File: src/rtl/addu_pkg.sv
// Package for the add unit: operation encodings and class helpers.
// Assumes a 3-bit operation code issued by the pipeline decode.
package addu_pkg;

    typedef enum logic [2:0] {
        ADDU_ADD   = 3'd0,
        ADDU_ADDC  = 3'd1,
        ADDU_ADDE  = 3'd2,
        ADDU_ADDME = 3'd3,
        ADDU_ADDZE = 3'd4,
        ADDU_ADDI  = 3'd5,
        ADDU_ADDIS = 3'd6,
        ADDU_ADDIC = 3'd7
    } addu_op_e;

    // True for variants whose carry-out is stored in the carry flag.
    function automatic logic op_writes_carry(addu_op_e op);
        return (op == ADDU_ADDC) || (op == ADDU_ADDE) || (op == ADDU_ADDME) ||
               (op == ADDU_ADDZE) || (op == ADDU_ADDIC);
    endfunction

    // True for register-register variants that honour the overflow enable.
    function automatic logic op_is_regreg(addu_op_e op);
        return (op == ADDU_ADD) || (op == ADDU_ADDC) || (op == ADDU_ADDE) ||
               (op == ADDU_ADDME) || (op == ADDU_ADDZE);
    endfunction

endpackage

File: src/rtl/addu_operand_sel.sv
// Operand selection for the add unit: picks the two addends and the
// carry-in for each variant. Assumes IMM_W is half of W (shifted form).
module addu_operand_sel
    import addu_pkg::*;
#(
    parameter int unsigned W     = 32,
    parameter int unsigned IMM_W = W / 2
) (
    input  addu_op_e       op,
    input  logic [W-1:0]   a_in,
    input  logic [W-1:0]   b_in,
    input  logic           a_zero,
    input  logic           ca_in,
    output logic [W-1:0]   x_out,
    output logic [W-1:0]   y_out,
    output logic           cin_out
);
    localparam int unsigned PAD_W = W - IMM_W;

    logic [IMM_W-1:0] imm;
    logic [W-1:0]     imm_sext;
    logic [W-1:0]     imm_high;
    logic [W-1:0]     a_or_zero;

    assign imm       = b_in[IMM_W-1:0];
    assign imm_sext  = {{PAD_W{imm[IMM_W-1]}}, imm};
    assign imm_high  = {imm, {PAD_W{1'b0}}};
    assign a_or_zero = a_zero ? '0 : a_in;

    // Choose addends and carry-in per variant.
    always_comb begin
        x_out   = a_in;
        y_out   = b_in;
        cin_out = 1'b0;
        case (op)
            ADDU_ADD, ADDU_ADDC: begin
                y_out = b_in;
            end
            ADDU_ADDE: begin
                cin_out = ca_in;
            end
            ADDU_ADDME: begin
                y_out   = '1;
                cin_out = ca_in;
            end
            ADDU_ADDZE: begin
                y_out   = '0;
                cin_out = ca_in;
            end
            ADDU_ADDI: begin
                x_out = a_or_zero;
                y_out = imm_sext;
            end
            ADDU_ADDIS: begin
                x_out = a_or_zero;
                y_out = imm_high;
            end
            ADDU_ADDIC: begin
                y_out = imm_sext;
            end
            default: begin
                y_out = b_in;
            end
        endcase
    end
endmodule

File: src/rtl/addu_sum.sv
// Adder core: W-bit sum with carry-in, carry-out and signed overflow.
// Assumes two's-complement operands; purely combinational.
module addu_sum #(
    parameter int unsigned W = 32
) (
    input  logic [W-1:0] x,
    input  logic [W-1:0] y,
    input  logic         cin,
    output logic [W-1:0] sum,
    output logic         cout,
    output logic         ovf
);
    logic [W:0] wide;

    // Full-width sum including carry-in.
    always_comb begin
        wide = {1'b0, x} + {1'b0, y} + {{W{1'b0}}, cin};
    end

    assign sum  = wide[W-1:0];
    assign cout = wide[W];
    assign ovf  = (x[W-1] == y[W-1]) && (wide[W-1] != x[W-1]);
endmodule

File: src/rtl/addu_flag_reg.sv
// Flag register: carry, overflow and sticky summary overflow.
// Assumes update strobes come from decode; direct write has priority.
module addu_flag_reg (
    input  logic       clk,
    input  logic       rst_n,
    input  logic       wr,
    input  logic [2:0] wr_data,
    input  logic       ca_upd,
    input  logic       ca_new,
    input  logic       ov_upd,
    input  logic       ov_new,
    output logic       ca,
    output logic       ov,
    output logic       so
);
    // Flag state update with write priority.
    always_ff @(posedge clk) begin
        if (!rst_n) begin
            ca <= 1'b0;
            ov <= 1'b0;
            so <= 1'b0;
        end else if (wr) begin
            so <= wr_data[2];
            ov <= wr_data[1];
            ca <= wr_data[0];
        end else begin
            if (ca_upd) ca <= ca_new;
            if (ov_upd) begin
                ov <= ov_new;
                if (ov_new) so <= 1'b1;
            end
        end
    end

    p_so_sticky_r7: assert property (@(posedge clk) disable iff (!rst_n)
        (so && !wr) |=> so);
    p_ov_sets_so_r7: assert property (@(posedge clk) disable iff (!rst_n)
        (ov_upd && ov_new && !wr) |=> so);
    p_ca_hold_r5: assert property (@(posedge clk) disable iff (!rst_n)
        (!ca_upd && !wr) |=> $stable(ca));
    p_ov_hold_r6: assert property (@(posedge clk) disable iff (!rst_n)
        (!ov_upd && !wr) |=> $stable(ov));
    p_wr_prio_r8: assert property (@(posedge clk) disable iff (!rst_n)
        wr |=> ({so, ov, ca} == $past(wr_data)));
endmodule

File: src/rtl/addu_top.sv
// Integer add unit top: selects operands, adds, registers the result
// and record strobe, and drives flag updates. Assumes one op per cycle.
module addu_top
    import addu_pkg::*;
#(
    parameter int unsigned W = 32
) (
    input  logic         clk,
    input  logic         rst_n,
    input  logic         op_valid,
    input  logic [2:0]   op_code,
    input  logic [W-1:0] opnd_a,
    input  logic [W-1:0] opnd_b,
    input  logic         ovf_en,
    input  logic         a_is_zero,
    input  logic         rec_en,
    input  logic         flag_wr,
    input  logic [2:0]   flag_wr_data,
    output logic [W-1:0] result,
    output logic         res_valid,
    output logic         cr_rec_strobe,
    output logic         flag_ca,
    output logic         flag_ov,
    output logic         flag_so
);
    addu_op_e     op;
    logic [W-1:0] x, y, sum;
    logic         cin, cout, ovf;
    logic         ca_upd, ov_upd;

    assign op = addu_op_e'(op_code);

    addu_operand_sel #(.W(W)) u_sel (
        .op(op), .a_in(opnd_a), .b_in(opnd_b), .a_zero(a_is_zero),
        .ca_in(flag_ca), .x_out(x), .y_out(y), .cin_out(cin)
    );

    addu_sum #(.W(W)) u_sum (
        .x(x), .y(y), .cin(cin), .sum(sum), .cout(cout), .ovf(ovf)
    );

    // Decode which flags this operation may update.
    always_comb begin
        ca_upd = op_valid && op_writes_carry(op);
        ov_upd = op_valid && ovf_en && op_is_regreg(op);
    end

    addu_flag_reg u_flags (
        .clk(clk), .rst_n(rst_n), .wr(flag_wr), .wr_data(flag_wr_data),
        .ca_upd(ca_upd), .ca_new(cout), .ov_upd(ov_upd), .ov_new(ovf),
        .ca(flag_ca), .ov(flag_ov), .so(flag_so)
    );

    // Result register with valid and record strobe.
    always_ff @(posedge clk) begin
        if (!rst_n) begin
            result        <= '0;
            res_valid     <= 1'b0;
            cr_rec_strobe <= 1'b0;
        end else begin
            res_valid     <= op_valid;
            cr_rec_strobe <= op_valid && rec_en;
            if (op_valid) result <= sum;
        end
    end

    p_rec_valid_r9: assert property (@(posedge clk) disable iff (!rst_n)
        cr_rec_strobe |-> res_valid);
    p_result_hold_r9: assert property (@(posedge clk) disable iff (!rst_n)
        !op_valid |=> (!res_valid && $stable(result)));
    p_valid_follows_r2: assert property (@(posedge clk) disable iff (!rst_n)
        op_valid |=> res_valid);
endmodule

File: config.mk
export PLATFORM = sky130hd
export DESIGN_NAME = addu_top
export DESIGN_NICKNAME = d
export VERILOG_FILES = /design/src/rtl/addu_pkg.sv /design/src/rtl/addu_operand_sel.sv /design/src/rtl/addu_sum.sv /design/src/rtl/addu_flag_reg.sv /design/src/rtl/addu_top.sv
export SDC_FILE = /design/constraint.sdc
export NUM_CORES = 1
export LEC_CHECK = 0
export BUFFER_PORTS_ARGS = -buffer_cell sky130_fd_sc_hd__buf_4
export CAP_MARGIN = 20
export CORE_MARGIN = 2
export CORE_UTILIZATION = 30
export CTS_CLUSTER_SIZE = 24
export DETAILED_ROUTE_END_ITERATION = 8
export GPL_TIMING_DRIVEN = 1
export HOLD_SLACK_MARGIN = 0.1
export MAX_ROUTING_LAYER = met4
export PLACE_DENSITY = 0.53
export SYNTH_ARGS = -nofsm -noshare
export SYNTH_HDL_FRONTEND = slang
export SYNTH_SLANG_ARGS = --single-unit
File: constraint.sdc
create_clock -name clk -period 4.19 [get_ports clk]
set_input_delay 0.2095 -clock clk [delete_from_list [all_inputs] [get_ports clk]]
set_output_delay 0.2095 -clock clk [all_outputs]
set_load 0.03 [all_outputs]
* After elaboration in Yosys (flattened, before gate mapping)
Cells that the tools add are included.
Operators by class: eq/ne operators 9, mux-type cells 11, reduce and logical (&&, ||, !) cells 21, add/sub/neg operators 2
Operator list (number):
- $pmux 32 s4 | 1
- $mux 32 | 2
- $add 32x32->33 | 1
- $add 33x1->33 | 1
- $eq 3x3->1 const B | 4
- $logic_or 1x1->1 | 8
- $mux 1 | 8
- $eq 3x2->1 const B | 2
- $reduce_bool 2->1 | 3
- $logic_and 1x1->1 | 5
- $reduce_or 2->1 | 2
- $eq 3x1->1 const B | 1
- $logic_not 3->1 | 1
- $reduce_or 3->1 | 1
- $reduce_and 2->1 | 1
- $eq 1x1->1 | 1
- $ne 1x1->1 | 1
Storage, ports and cells: output and inout port bits 37, bits in registers 37, word-level logic and storage cells 49

* Depth between registers and ports, before layout
depth in word-level cells 10, depth in mapped cells 16, depth with buffers taken out 13

* Hierarchy
Synthesis repeated with hierarchy kept, for this count alone.
Second synthesis, totals: cells, all modules 530, area total of the unflattened synthesis 4231.6 um^2
Modules (own cells, without submodules):
- addu_sum | cells each 263, times used 1, area an instance 1830.5 um^2
- addu_top | cells each 112, times used 1, area an instance 1328.8 um^2
- addu_operand_sel | cells each 143, times used 1, area an instance 934.6 um^2
- addu_flag_reg | cells each 12, times used 1, area an instance 137.6 um^2

* Worst setup path after synthesis
OpenSTA, ideal clock, no wires.
kind input to register, start input op_code[2], end register result[30], stages 14, setup slack 0.655 ns, data arrival time 3.402 ns, path buffers 3, required time 4.058 ns, library setup time 0.132 ns, cells stage by stage clkbuf_1 > clkbuf_1 > clkbuf_1 > o21ai_0 > fa_1 > fa_1 > a21o_1 > a31oi_1 > a21o_1 > a21o_2 > a211oi_1 > or4_1 > nand3_1 > a21oi_1
On the way: cells in the longest elaborated chain, start to end 5, elaborated cells on any way between the ends 14, classes of those cells add/sub (2); eq/ne (6); mux (3); reduce/logical (3)
RTL lines:
- start: declaration | RTL line addu_top.sv:11 | input logic [2:0] op_code,
- $eq 3x3->1 | RTL line addu_operand_sel.sv:35 | case (op)
- $reduce_or 2->1 (no line)
- $pmux 32 s4 or $mux 32 (tied branches) | RTL line addu_operand_sel.sv:35
- $add 32x32->33 | RTL line addu_sum.sv:17 | wide = {1'b0, x} + {1'b0, y} + {{W{1'b0}}, cin};
- $add 33x1->33 (*) | RTL line addu_sum.sv:17
- end signal: assignment | RTL line addu_top.sv:63 | if (op_valid) result <= sum;
- end: declaration | RTL line addu_top.sv:19 | output logic [W-1:0] result,
Every way passes the cells marked *; elsewhere a longest branch is shown, timed or not. A chain may end at the register's enable or synchronous reset.

* Worst setup path in the final report
start input op_code[0], end register u_flags.so
On the way: cells in the longest elaborated chain, start to end 9, elaborated cells on any way between the ends 27, classes of those cells add/sub (2); eq/ne (9); mux (3); reduce/logical (13)
RTL lines:
- $eq 3x3->1 | RTL line addu_operand_sel.sv:35
- $reduce_or 2->1 (no line)
- $pmux 32 s4 or $mux 32 (tied branches) | RTL line addu_operand_sel.sv:35
- $add 32x32->33 | RTL line addu_sum.sv:17
- $add 33x1->33 | RTL line addu_sum.sv:17
- $ne 1x1->1 | RTL line addu_sum.sv:22 | assign ovf = (x[W-1] == y[W-1]) && (wide[W-1] != x[W-1]);
- $logic_and 1x1->1 | RTL line addu_sum.sv:22
- $reduce_bool 2->1 (no line)
- $reduce_and 2->1 (no line) (*)
- end signal: assignment | RTL line addu_flag_reg.sv:23 | so <= wr_data[2];
- end: declaration | RTL line addu_flag_reg.sv:14 | output logic so
Marks and branches as above.

==> flow_summary_export.csv <==
group,metric,value,unit
placement,dpl-instance-area,4840,um2
sta,setup_slack,0.6087,ns
cts,clkSlewWorstSetupHoldPaths,0.06,ns
synthesis,yosysMostFrequentCell,"nand2_1",
run,drv_cap,0,
sta,finalSetupTns,0,ns
worst_setup_path,required,4.33,ns
detailed_routing,first_pass_iters,4,
worst_setup_path,cp_max_fo,24,
cts,cts_buffer_depth,2,
detailed_routing,drt-vias-per-instance,5.136,
synthesis,synth.area.top_cells,"dfxtp_1 (19%), ha_1 (10%), nor2b_1 (6.2%)",
worst_hold_path,holdPathStages,2,
power,power_density,347.7,nW/um2
floorplanning,core,12620,um2
grt,grt_pass1_vias,3996,
power,p_leak,2.259,nW
final_layout,finalNetCount,734,
synthesis,syn_avg_cell_area,7.265,um2
grt,antenna_found_initial,0,
synthesis,synth_top_area_share,19.16,%
detailed_routing,num_vias,4093,
cts,cts_hold_buf,0,
final_layout,area_delta_synth_final,30.14,%
synthesis,synth_flop_cell,"dfxtp_1",
placement,dp.cells,789,
grt,grt.overflow.total,0,
floorplanning,io_pins,114,
synthesis,async_reset_ff_share,0,%
final_layout,design_area,5030,um2
floorplanning,die_width,117.5,um
sta,finalCritPeriodShare,85.47,%
worst_setup_path,r2r_start,"u_flags.ca$_SDFFE_PN0P_",
cts,cts_made_buffers,5,
final_layout,fillers,1373,
synthesis,syn_area,3865,um2
sta,drv_slew,0,
synthesis,synth_edf_count,0,
worst_hold_path,whs_endpoint,"cr_rec_strobe$_SDFF_PN0_",
final_layout,n_antenna_cell,0,
sta,finalHoldViolCount,0,
detailed_routing,first_iter_violations,309,
cts,cts-resized-gates,0,
sta,period_minus_slack,3.581,ns
worst_setup_path,r2r_cells,11,
sta,finalSetupViolCount,0,
synthesis,synth_seq_cells,37,
sta,max_freq,279.2,MHz
final_layout,postLayoutCoreUtil,39.86,%
detailed_routing,ant_nets,0,
run_status,run_status,"complete, no violations",
synthesis,post-synth-top-area-cell,"dfxtp_1",
sta,clock_skew,0.005727,ns
worst_setup_path,worstReg2RegEnd,"result[30]$_SDFFE_PN0P_",
floorplanning,initial_core_util,30.63,%
placement,io_buffers,113,
floorplanning,dieHeight,117.5,um
cts,htreeDepth,2,
power,peakVddDrop,0.1949,mV
worst_setup_path,r2r_slack,1.14,ns
placement,place_ws,0.3860,ns
cts,cts_setup_buffers,0,
sta,max_slew_margin,45.80,%
worst_setup_path,path_class,"in2reg",
detailed_routing,wl_per_cell,16.32,um
sta,hold-worst-slack,0.1512,ns
cts,clockRootBuffer,"clkbuf_16",
power,power,1.749,mW
floorplanning,dieArea,13810,um2
worst_setup_path,arrival,3.72,ns
cts,cts_sinks,37,
worst_hold_path,hp-start,"rec_en",
synthesis,ys_top_cells_by_count,"nand2_1 (56), nor2_1 (55), nor2b_1 (38)",
sta,tightest_slew,0.8130,ns
synthesis,seq_area_frac_synth,19.16,%
worst_setup_path,end_kind,"register",
grt,grt_pass1_wl,20.62,mm
cts,cts_tree,"built",
placement,gp_congestion,0.8866,
detailed_routing,wirelength,13.01,mm
synthesis,syn-num-nets,642,
grt,track_usage,19.09,%
synthesis,syn_inst,532,
final_layout,drive_above_1_share,22.08,%
worst_hold_path,worstHoldPathType,"in2reg",
placement,place_hpwl,10.48,mm
sta,rsz0062_at_grt,"false",
cts,clkLatencyLatePin,0.29,ns
floorplanning,placement_rows,41,
detailed_routing,drc,0,
worst_setup_path,crit_path_start_kind,"primary input",
synthesis,yosysWarnings,0,
final_layout,final_cell_count_no_fill,797,
synthesis,ys_types,61,
grt,grt_max_degree,54,
[worst max-delay path by stage]
| stage | startpoint | depth (start not counted) | slack (ns) | endpoint |
|---|---|---|---|---|
| 3_3_place_gp | op_code[0] | 13 | 0.46 | u_flags.ov$_SDFFE_PN0P_ |
| 4_1_cts | op_code[0] | 13 | 0.67 | u_flags.ov$_SDFFE_PN0P_ |
| 5_1_grt | op_code[0] | 13 | 0.27 | u_flags.so$_SDFFE_PN0P_ |
| 6_report | op_code[0] | 13 | 0.61 | u_flags.so$_SDFFE_PN0P_ |
| 3_5_place_dp | op_code[0] | 13 | 0.39 | u_flags.ov$_SDFFE_PN0P_ |
| 2_1_floorplan | op_code[2] | 14 | 0.66 | result[30]$_SDFFE_PN0P_ |
[placed cells by master, fill, tap and decap left out, types with 3 or more instances in the layout]
cell type	instances
mux2i_1	18
nand2b_1	6
nor2b_1	38
o21bai_1	3
o21a_1	6
a21oi_1	30
ha_1	31
inv_1	13
xnor2_1	15
nand3_1	11
a311oi_1	3
nor2_1	55
o22ai_1	4
nand3b_1	12
a31oi_1	20
a21o_1	17
dfxtp_1	37
o2111ai_1	4
nand4_1	5
clkbuf_16	5
or3_1	3
a211oi_1	5
nor3_1	22
buf_4	118
and3_1	5
xor2_1	6
o211ai_1	4
nand2_1	56
o21ai_0	32
[final cells by class]
class                      count  area, um2  share of cell area [%]
multi-input combinational    448       2945                   58.56
timing repair buffer         118      885.9                   17.61
sequential                    37      740.7                   14.73
tap                          172      215.2                   4.279
clock buffer                   5      125.1                   2.488
clock inverter                 3      65.06                   1.294
inverter                      14      52.55                   1.045
[where the power goes]
| group | leakage (nW) | internal [mW] | switching (mW) | total, mW |
|---|---|---|---|---|
| logic | 1.86 | 0.341 | 0.483 | 0.824 |
| clock network | 0.0938 | 0.340 | 0.158 | 0.498 |
| registers | 0.306 | 0.400 | 0.0266 | 0.427 |
| total | 2.26 | 1.08 | 0.668 | 1.75 |
[routing by layer]
metal	GRT usage [%]	vias to the layer above	part of all wire (%)
met5	-	-	0
met4	3.765	0	1.2
met3	3.876	10	6.0
met2	33.22	114	48
met1	22.97	1860	44
li1	-	2109	-
[state kept, by name, summed over array words and instances, names as in the netlist]
name / count
res_valid: 1
u_flags.ca: 1
u_flags.ov: 1
cr_rec_strobe: 1
result: 32
u_flags.so: 1
[worst max-delay path: stages]
cell       delay (ns)
buf_4            0.22
and2_1           0.70
buf_4            0.29
nor3_1           0.05
a31oi_1          0.22
ha_1             0.24
and3_1           0.27
nand4_2          0.20
a2111oi_4        0.50
o311ai_2         0.18
a211oi_2         0.30
or2_1            0.19
o221ai_1         0.13
[kinds of logic (layout without fill, tap and decap cells)]
logic type	after synthesis	in the layout	synth area share, %
adders and majority gates	33	33	11.07
buffers and inverters	47	140	4.629
AOI/OAI and AO/OA	151	151	26.58
and+or+nand+nor	225	225	29.14
xor gates and xnor gates	21	21	4.759
DFF	37	37	19.16
muxes	18	18	4.662
(Power assumes the default switching activity.)
